$ cat config.mk
export PLATFORM = sky130hd
export DESIGN_NAME = tt_walker
export DESIGN_NICKNAME = d
export VERILOG_FILES = /design/src/rtl/tt_walker_pkg.sv /design/src/rtl/tt_desc_decode.sv /design/src/rtl/tt_walk_ctrl.sv /design/src/rtl/tt_walker.sv
export SDC_FILE = /design/constraint.sdc
export NUM_CORES = 1
export LEC_CHECK = 0
export CELL_PAD_IN_SITES_DETAIL_PLACEMENT = 1
export CELL_PAD_IN_SITES_GLOBAL_PLACEMENT = 2
export CORE_AREA = 2 2 147 149
export CTS_CLUSTER_DIAMETER = 30
export DETAILED_ROUTE_END_ITERATION = 7
export DIE_AREA = 0 0 149 151
export MAX_ROUTING_LAYER = met4
export PLACE_DENSITY = 0.89
export SLEW_MARGIN = 20
export SYNTH_ARGS = -nofsm -noshare
export SYNTH_HDL_FRONTEND = slang
export SYNTH_SLANG_ARGS = --single-unit
$ cat constraint.sdc
create_clock -name clk -period 1.6 [get_ports clk]
set_input_delay 0.32 -clock clk [delete_from_list [all_inputs] [get_ports clk]]
set_output_delay 0.32 -clock clk [all_outputs]
set_load 0.02 [all_outputs]
$ cat src/rtl/tt_walker_pkg.sv
package tt_walker_pkg;

  typedef enum logic [2:0] {
    ST_IDLE    = 3'd0,
    ST_L1_REQ  = 3'd1,
    ST_L1_WAIT = 3'd2,
    ST_L2_REQ  = 3'd3,
    ST_L2_WAIT = 3'd4,
    ST_DONE    = 3'd5
  } walk_state_e;

  typedef enum logic [1:0] {
    DK_FAULT = 2'd0,
    DK_TABLE = 2'd1,
    DK_LEAF  = 2'd2
  } desc_kind_e;

  typedef struct packed {
    logic cacheable;
    logic exec;
    logic outer_share;
  } mem_attr_t;

  localparam logic [1:0] AP_NONE   = 2'b00;
  localparam logic [1:0] AP_RDONLY = 2'b01;

  // Write-back region codes (01, 11) allow cached table reads.
  function automatic logic region_write_back(input logic [1:0] rgn);
    return rgn[0];
  endfunction

  function automatic mem_attr_t attr_from(input logic normal, input logic xn);
    mem_attr_t a;
    a.cacheable   = normal;
    a.exec        = normal & ~xn;
    a.outer_share = ~normal;
    return a;
  endfunction

  function automatic logic perm_denied(input logic [1:0] ap, input logic wr);
    return (ap == AP_NONE) || ((ap == AP_RDONLY) && wr);
  endfunction

endpackage

$ cat src/rtl/tt_desc_decode.sv
module tt_desc_decode
  import tt_walker_pkg::*;
#(
  parameter int ADDR_W   = 32,
  parameter int L1_IDX_W = 12,
  parameter int L2_IDX_W = 8,
  parameter bit IS_L2    = 1'b0
) (
  input  logic [ADDR_W-1:0] desc,
  input  logic [ADDR_W-1:0] va,
  input  logic              wr,
  output desc_kind_e        kind,
  output logic [ADDR_W-1:0] leaf_pa,
  output mem_attr_t         attr,
  output logic              denied
);

  localparam int SECT_SHIFT = ADDR_W - L1_IDX_W;
  localparam int PAGE_SHIFT = SECT_SHIFT - L2_IDX_W;

  logic unused_bits;
  assign unused_bits = ^{desc, va};

  generate
    if (!IS_L2) begin : g_section
      always_comb begin
        unique case (desc[1:0])
          2'b10:   kind = DK_LEAF;
          2'b01:   kind = DK_TABLE;
          default: kind = DK_FAULT;
        endcase
        leaf_pa = {desc[ADDR_W-1:SECT_SHIFT], va[SECT_SHIFT-1:0]};
        attr    = attr_from(desc[3], desc[4]);
        denied  = perm_denied(desc[11:10], wr);
      end
    end else begin : g_page
      always_comb begin
        kind    = desc[1] ? DK_LEAF : DK_FAULT;
        leaf_pa = {desc[ADDR_W-1:PAGE_SHIFT], va[PAGE_SHIFT-1:0]};
        attr    = attr_from(desc[3], desc[0]);
        denied  = perm_denied(desc[5:4], wr);
      end
    end
  endgenerate

endmodule

$ cat src/rtl/tt_walk_ctrl.sv
module tt_walk_ctrl
  import tt_walker_pkg::*;
(
  input  logic        clk,
  input  logic        rst_n,
  input  logic        req_valid,
  input  logic        mem_req_ready,
  input  logic        mem_rsp_valid,
  input  logic        l1_is_table,
  input  logic        res_ready,
  output walk_state_e state
);

  walk_state_e state_d;

  always_comb begin
    state_d = state;
    unique case (state)
      ST_IDLE:    if (req_valid)     state_d = ST_L1_REQ;
      ST_L1_REQ:  if (mem_req_ready) state_d = ST_L1_WAIT;
      ST_L1_WAIT: if (mem_rsp_valid) state_d = l1_is_table ? ST_L2_REQ : ST_DONE;
      ST_L2_REQ:  if (mem_req_ready) state_d = ST_L2_WAIT;
      ST_L2_WAIT: if (mem_rsp_valid) state_d = ST_DONE;
      ST_DONE:    if (res_ready)     state_d = ST_IDLE;
      default:                       state_d = ST_IDLE;
    endcase
  end

  always_ff @(posedge clk or negedge rst_n) begin
    if (!rst_n) state <= ST_IDLE;
    else        state <= state_d;
  end

endmodule

$ cat src/rtl/tt_walker.sv
module tt_walker
  import tt_walker_pkg::*;
#(
  parameter int ADDR_W   = 32,
  parameter int L1_IDX_W = 12,
  parameter int L2_IDX_W = 8
) (
  input  logic              clk,
  input  logic              rst_n,
  input  logic              req_valid,
  output logic              req_ready,
  input  logic [ADDR_W-1:0] req_va,
  input  logic              req_write,
  input  logic [ADDR_W-1:0] table_base,
  output logic              mem_req_valid,
  input  logic              mem_req_ready,
  output logic [ADDR_W-1:0] mem_req_addr,
  output logic              mem_req_cached,
  input  logic              mem_rsp_valid,
  output logic              mem_rsp_ready,
  input  logic [ADDR_W-1:0] mem_rsp_data,
  output logic              res_valid,
  input  logic              res_ready,
  output logic [ADDR_W-1:0] res_pa,
  output logic              res_cacheable,
  output logic              res_exec,
  output logic              res_outer_share,
  output logic              res_xlat_fault,
  output logic              res_perm_fault,
  output logic [ADDR_W-1:0] res_fault_va
);

  localparam int SECT_SHIFT = ADDR_W - L1_IDX_W;
  localparam int PAGE_SHIFT = SECT_SHIFT - L2_IDX_W;
  localparam int TTB_ALIGN  = L1_IDX_W + 2;
  localparam int L2_ALIGN   = L2_IDX_W + 2;

  walk_state_e       state;
  logic [ADDR_W-1:0] va_q, addr_q, pa_q;
  logic              wr_q, cached_q, xf_q, pf_q;
  mem_attr_t         attr_q;

  desc_kind_e        l1_kind, l2_kind, sel_kind;
  logic [ADDR_W-1:0] l1_pa, l2_pa, sel_pa, l2_addr;
  mem_attr_t         l1_attr, l2_attr, sel_attr;
  logic              l1_denied, l2_denied, sel_denied;
  logic              take_l1, take_l2, finish;

  logic unused_tb;
  assign unused_tb = ^{table_base[TTB_ALIGN-1:5], table_base[2:0]};

  tt_walk_ctrl u_ctrl (
    .clk           (clk),
    .rst_n         (rst_n),
    .req_valid     (req_valid),
    .mem_req_ready (mem_req_ready),
    .mem_rsp_valid (mem_rsp_valid),
    .l1_is_table   (l1_kind == DK_TABLE),
    .res_ready     (res_ready),
    .state         (state)
  );

  tt_desc_decode #(
    .ADDR_W(ADDR_W), .L1_IDX_W(L1_IDX_W), .L2_IDX_W(L2_IDX_W), .IS_L2(1'b0)
  ) u_dec_l1 (
    .desc    (mem_rsp_data),
    .va      (va_q),
    .wr      (wr_q),
    .kind    (l1_kind),
    .leaf_pa (l1_pa),
    .attr    (l1_attr),
    .denied  (l1_denied)
  );

  tt_desc_decode #(
    .ADDR_W(ADDR_W), .L1_IDX_W(L1_IDX_W), .L2_IDX_W(L2_IDX_W), .IS_L2(1'b1)
  ) u_dec_l2 (
    .desc    (mem_rsp_data),
    .va      (va_q),
    .wr      (wr_q),
    .kind    (l2_kind),
    .leaf_pa (l2_pa),
    .attr    (l2_attr),
    .denied  (l2_denied)
  );

  assign req_ready     = (state == ST_IDLE);
  assign mem_req_valid = (state == ST_L1_REQ) || (state == ST_L2_REQ);
  assign mem_rsp_ready = (state == ST_L1_WAIT) || (state == ST_L2_WAIT);
  assign res_valid     = (state == ST_DONE);

  assign take_l1 = (state == ST_L1_WAIT) && mem_rsp_valid;
  assign take_l2 = (state == ST_L2_WAIT) && mem_rsp_valid;
  assign finish  = (take_l1 && (l1_kind != DK_TABLE)) || take_l2;

  assign l2_addr = {mem_rsp_data[ADDR_W-1:L2_ALIGN], va_q[SECT_SHIFT-1:PAGE_SHIFT], 2'b00};

  always_comb begin
    if (state == ST_L2_WAIT) begin
      sel_kind = l2_kind; sel_pa = l2_pa; sel_attr = l2_attr; sel_denied = l2_denied;
    end else begin
      sel_kind = l1_kind; sel_pa = l1_pa; sel_attr = l1_attr; sel_denied = l1_denied;
    end
  end

  always_ff @(posedge clk or negedge rst_n) begin
    if (!rst_n) begin
      va_q     <= '0;
      addr_q   <= '0;
      wr_q     <= 1'b0;
      cached_q <= 1'b0;
      pa_q     <= '0;
      attr_q   <= '0;
      xf_q     <= 1'b0;
      pf_q     <= 1'b0;
    end else begin
      if (req_valid && req_ready) begin
        va_q     <= req_va;
        wr_q     <= req_write;
        cached_q <= region_write_back(table_base[4:3]);
        addr_q   <= {table_base[ADDR_W-1:TTB_ALIGN], req_va[ADDR_W-1:SECT_SHIFT], 2'b00};
      end
      if (take_l1 && (l1_kind == DK_TABLE)) begin
        addr_q <= l2_addr;
      end
      if (finish) begin
        xf_q <= (sel_kind != DK_LEAF);
        pf_q <= (sel_kind == DK_LEAF) && sel_denied;
        if ((sel_kind == DK_LEAF) && !sel_denied) begin
          pa_q   <= sel_pa;
          attr_q <= sel_attr;
        end else begin
          pa_q   <= '0;
          attr_q <= '0;
        end
      end
    end
  end

  assign mem_req_addr    = addr_q;
  assign mem_req_cached  = cached_q;
  assign res_pa          = pa_q;
  assign res_cacheable   = attr_q.cacheable;
  assign res_exec        = attr_q.exec;
  assign res_outer_share = attr_q.outer_share;
  assign res_xlat_fault  = xf_q;
  assign res_perm_fault  = pf_q;
  assign res_fault_va    = (xf_q || pf_q) ? va_q : '0;

endmodule

==> Yosys cells after proc, flatten, opt, wreduce, memory -nomap -nowiden <==
Cells that the tools add are included.
{ "classes": {"n_reduce_logical": 21, "bitwise_logic": 5, "n_mux": 19, "n_eq_ne": 19} }
{ "ops": {"columns": ["op", "n"], "rows": [
  ["32-bit two-way mux", 4],
  ["3-bit two-way mux", 8],
  ["20-bit two-way mux", 1],
  ["3-bit one-hot mux with 6 select lines", 1],
  ["2-bit inequality test (second input constant)", 6],
  ["1-bit logical AND", 9],
  ["2-bit by 1-bit == test with 1-bit output (second input constant)", 4],
  ["3-bit by 2-bit == test with 1-bit output (second input constant)", 2],
  ["3-bit == test (second input constant)", 2],
  ["1-bit logical OR", 6],
  ["2-bit two-way mux", 3],
  ["6-bit AND reduction", 1],
  ["2-bit == test (second input constant)", 2],
  ["2-bit logical NOT", 2],
  ["2-bit by 1-bit inequality test with 1-bit output (second input constant)", 2],
  ["2-bit one-hot mux with 2 select lines", 1],
  ["3-bit by 1-bit == test with 1-bit output (second input constant)", 1],
  ["3-bit logical NOT", 1],
  ["1-bit NOT", 3],
  ["1-bit bitwise AND", 2],
  ["2-bit nonzero test", 1],
  ["1-bit logical NOT", 1],
  ["1-bit two-way mux", 1]
]} }
{ "word_totals": {"register_bits": 106, "elab_cells": 75, "output_inout_bits": 106, "input_bits": 103} }

==> Logic depth before layout (Yosys ltp) <==
{ "logic_depth": {"depth_word": 7, "depth_mapped": 8} }

==> Hierarchy <==
From an unflattened synthesis, not the netlist that was laid out.
{ "hier_totals": {"cells_unflattened": 544, "hier_area_um2": 5621.6} }
{ "by_module_without_submodules": {"columns": ["module", "instances", "seq_area_each_um2", "cells_per_inst", "area_per_inst_um2"], "rows": [
  ["tt_walker", 1, 2527.4, 441, 4845.9],
  ["tt_desc_decode (u_dec_l2)", 1, 0.0, 40, 289.0],
  ["tt_desc_decode (u_dec_l1)", 1, 0.0, 39, 279.0],
  ["tt_walk_ctrl", 1, 75.1, 24, 207.7]
]} }

==> Worst setup path after synthesis <==
Ideal clock, no wire load.
{ "synth_timing": {"kind": "register to register", "start": "register u_ctrl.state[1]", "end": "register addr_q[21] (netlist: mem_req_addr[21])", "period_less_slack_ns": 2.010, "path_slack_ns": -0.410, "path_stages_with_launch": 8, "setup_time_ns": 0.118, "arrival_ns": 1.892, "cell_sequence": "dfrtp_1 buf_2 nor3_1 and2_1 buf_2 nor2_2 buf_2 a21o_1"} }
{ "synth_via": {"word_cells_on_any_way": 7} }
{ "synth_lines": {"columns": ["item", "line", "source"], "rows": [
  ["from (decl)", "tt_walk_ctrl.sv:11", "output walk_state_e state"],
  ["from (signal assigned)", "tt_walk_ctrl.sv:31", "else state <= state_d;"],
  ["3-bit logical NOT", "tt_walker.sv:87", "assign req_ready = (state == ST_IDLE);"],
  ["net req_ready", "tt_walker.sv:11", "output logic req_ready,"],
  ["1-bit logical AND", "tt_walker.sv:117", "if (req_valid && req_ready) begin"],
  ["2-bit nonzero test (no source line)", null, null],
  ["to (signal assigned)", "tt_walker.sv:121", "addr_q <= {table_base[ADDR_W-1:TTB_ALIGN], req_va[ADDR_W-1:SECT_SHIFT], 2'b00};"],
  ["to (signal assigned)", "tt_walker.sv:124", "addr_q <= l2_addr;"],
  ["to (decl)", "tt_walker.sv:39", "logic [ADDR_W-1:0] va_q, addr_q, pa_q;"]
]} }
The timed path passes the listed nets, and every way through them passes these cells.
A chain may end at the register's enable or synchronous reset.

==> Final worst setup path <==
{ "layout_timing": {"start": "register u_ctrl.state[2]", "end": "register attr_q (netlist bit res_exec)"} }
{ "layout_via": {"elab_chain_len": 5, "word_cells_on_any_way": 13} }
{ "layout_rtl": {"columns": ["item", "line", "source"], "rows": [
  ["3-bit == test", "tt_walker.sv:93, tt_walker.sv:99", null],
  ["2-bit two-way mux or 1-bit two-way mux (tied branches)", "tt_walker.sv:99", "if (state == ST_L2_WAIT) begin"],
  ["2-bit == test or 1-bit logical NOT (tied branches)", "tt_walker.sv:129", "if ((sel_kind == DK_LEAF) && !sel_denied) begin"],
  ["1-bit logical AND", "tt_walker.sv:129", null],
  ["3-bit two-way mux", "tt_walker.sv:129", null],
  ["to (signal assigned)", "tt_walker.sv:131", "attr_q <= sel_attr;"],
  ["to (decl)", "tt_walker.sv:41", "mem_attr_t attr_q;"]
]} }
Several ways; a longest one is shown, not always the timed one.

==> flow_metrics.py <==
metrics = {
    "cells_and_area": {
        "nets": 819,
        "syn_to_final_growth_pct": 95.9,
        "antenna_cells": 0,
        "final_common_cell": "dfrtp_1",
        "final_cell_mix": "dfrtp_1 (102), clkdlybuf4s50_1 (83), nand2_1 (71)",
        "drive_gt1_share_pct": 38.8,
    },
    "critical_path": {
        "start_kind": "flop",
        "path_class": "flop to flop",
        "cp.required_ns": 1.85,
        "worst-path-max-fanout": 5,
        "r2r-start": "u_ctrl.state[2]",
        "setup.worst_path.start": "u_ctrl.state[2]",
        "crit_arrival_ns": 2.08,
        "cp-end-kind": "flop",
    },
    "floorplan": {
        "rows": 53,
        "pin_count": 209,
        "die_h_um": 151,
        "start_util_pct": 21.9,
        "die-width_um": 149,
        "core_um2": 20800,
        "dieArea_um2": 22500,
    },
    "yosys": {
        "syn_avg_cell_area_um2": 10.0,
        "synth_top_cells_by_area": "dfrtp_1 (57%), nand2_1 (12%), a22o_1 (10%), nor2b_1 (5.5%), a21o_1 (3.0%)",
        "synth.top_cell.area_share_pct": 57.1,
        "synth_top_area_cell": "dfrtp_1",
        "postSynthCellCount": 454,
        "synth-seq-cells": 104,
        "synth_cell_types": 33,
        "yosysWarnings": 0,
        "synthArstFlopShare_pct": 100,
        "synthFlopType": "dfrtp_1",
        "yosysSeqAreaShare_pct": 57.1,
        "synth_edf_count": 0,
        "netlist_area_um2": 4560,
    },
    "drt": {
        "detail-route-antenna-nets": 0,
        "wl_per_cell_um": 21.2,
        "drc_errors": 0,
        "drtPass1Iterations": 4,
        "vias": 4545,
        "drt_iter0_drc": 144,
        "viasPerCell": 4.56,
        "drt-total-wl_um": 21100,
    },
    "outcome": {
        "status": "finished, violations left",
        "violations": "negative setup slack",
    },
    "place": {
        "numPortBuffers": 188,
        "gp_congestion": 0.781,
        "hpwl_um": 12100,
    },
    "power_and_ir_drop": {
        "ir_worst_vdd_mv": 0.957,
        "p_per_area_nw_per_um2": 1920,
        "p_leak_nw": 4.42,
    },
    "timing": {
        "setup-tns-final_ns": -19.27,
        "hold_viol_final": 0,
        "fin_crit_sh_pct": 115,
        "setup_violations": 135,
        "fmax_mhz": 545,
        "grt_setup_unrepaired": "yes",
        "fin_crit_ns": 1.83,
        "final.setup.worst_slack_ns": -0.234,
        "clock_skew_ns": 0.00527,
        "hold_ws_ns": 0.476,
        "finalMaxSlewViolations": 0,
    },
    "cts": {
        "cts_tree": "yes",
        "cts_buffers": 9,
        "clock_latency_ns": 0.35,
        "clock_path_buffers": 2,
        "cts_root_buf": "clkbuf_16",
        "path_clk_slew_ns": 0.07,
        "h-tree-depth": 3,
        "cts.sinks": 104,
    },
    "grt": {
        "grt_max_degree": 55,
        "grt_overflow_total": 0,
        "grt_usage_pct": 17.4,
        "grt_pass1_wl_um": 28300,
        "antenna_found_initial": 0,
        "grt_pass1_vias": 4744,
    },
    "job": {
        "maxCapViolCount": 0,
    },
    "min_path": {
        "hold_path.class": "flop to flop",
        "min-delay-start": "mem_req_addr[24]",
    },
}
worst max-delay path, stage by stage (launching register included):
cell	delay, ns
dfrtp_2	0.43
or3b_4	0.44
nor3_4	0.26
a211oi_4	0.08
buf_6	0.17
buf_12	0.14
a32o_1	0.21
metal layers:
metal | vias up | part of all wire, % | global-route usage (%)
li1 | 2064 | - | -
met1 | 2267 | 38 | 19.5
met2 | 178 | 52 | 30.4
met3 | 36 | 7.4 | 5.21
met4 | 0 | 2.5 | 4.76
met5 | - | 0 | -
stage by stage:
| step | setup WS (ns) | area, um2 | instances | util [%] | power [W] |
|---|---|---|---|---|---|
| final | -0.234 | 8930 | 996 | 42.9 | 0.0171 |
| after detailed placement | -0.378 | 7140 | 933 | 34.3 | 0.0122 |
| after global routing | -0.298 | 8930 | 996 | 42.9 | 0.0181 |
| after CTS | -0.221 | 8060 | 978 | 38.7 | 0.0155 |
| after floorplan | -0.0912 | 4580 | 455 | - | 0.00813 |
| after global placement | -0.345 | 7140 | 933 | 34.3 | 0.0121 |
power by group:
group	total, W	internal (W)	leakage, nW	switching, W
clock	0.00218	0.00112	0.141	0.00106
sequential	0.00455	0.00373	1.33	0.000820
combinational	0.0104	0.00515	2.95	0.00522
logic make-up (layout without fill, tap and decap cells):
logic type             count (synthesis)  count (layout)  share of synthesized area (%)
multiplexers                           1               1                          0.247
XOR/XNOR                               1               1                          0.192
AO/OA/AOI/OAI                         99              99                           17.3
flip-flops                           104             104                           57.1
AND/OR/NAND/NOR                      213             214                           20.9
buffers and inverters                 35             300                           4.15
other                                  1               2                         0.0823
state kept, by name, indices dropped and copies added, names as in the netlist:
name / cells
res_outer_share: 1
mem_req_cached: 1
u_ctrl.state: 3
res_cacheable: 1
res_exec: 1
wr_q: 1
res_xlat_fault: 1
mem_req_addr: 30
va_q: 32
res_perm_fault: 1
res_pa: 32
synthesized netlist by cell type, types with 2 or more instances:
| cell | number |
|---|---|
| nor2_1 | 13 |
| inv_1 | 3 |
| nand2b_1 | 3 |
| o2bb2ai_1 | 2 |
| buf_6 | 4 |
| a21o_1 | 18 |
| dfrtp_1 | 104 |
| and2_1 | 2 |
| clkbuf_1 | 14 |
| a22o_1 | 52 |
| a21oi_1 | 5 |
| nor3_1 | 5 |
| buf_4 | 4 |
| nand2_1 | 143 |
| buf_2 | 10 |
| o21ai_0 | 5 |
| nor2b_1 | 40 |
| a31oi_1 | 12 |
final cells by class:
class / count / area, um2
Clock buffer: 10 / 239
Timing Repair Buffer: 281 / 3130
Inverter: 3 / 11.3
Multi-Input combinational cell: 317 / 2550
Sequential cell: 104 / 2610
Tap cell: 275 / 344
Fill cell: 2263 / 11900
Clock inverter: 6 / 50.0
worst paths after layout:
path / depth (start not counted) / endpoint / slack [ns]
min reg2reg: 1 / mem_req_addr[24] / 0.48
max reg2reg: 6 / res_exec / -0.23
max: 6 / res_exec / -0.23
min in group asynchronous: 3 / mem_req_addr[17] / 0.50
max in group asynchronous: 3 / mem_req_addr[12] / 0.81
min: 1 / mem_req_addr[24] / 0.48
timing repair:
action / in CTS / in global routing
endpoints found under the hold margin: 84 / 0
hold buffers: 1 / 0
endpoints found under the setup margin: 175 / 138
resized for setup: 342 / 164
cloned: 9 / 14
setup buffers: 20 / 7
pin swaps: 33 / 90
No activity file was read; power rests on OpenSTA's default activity.
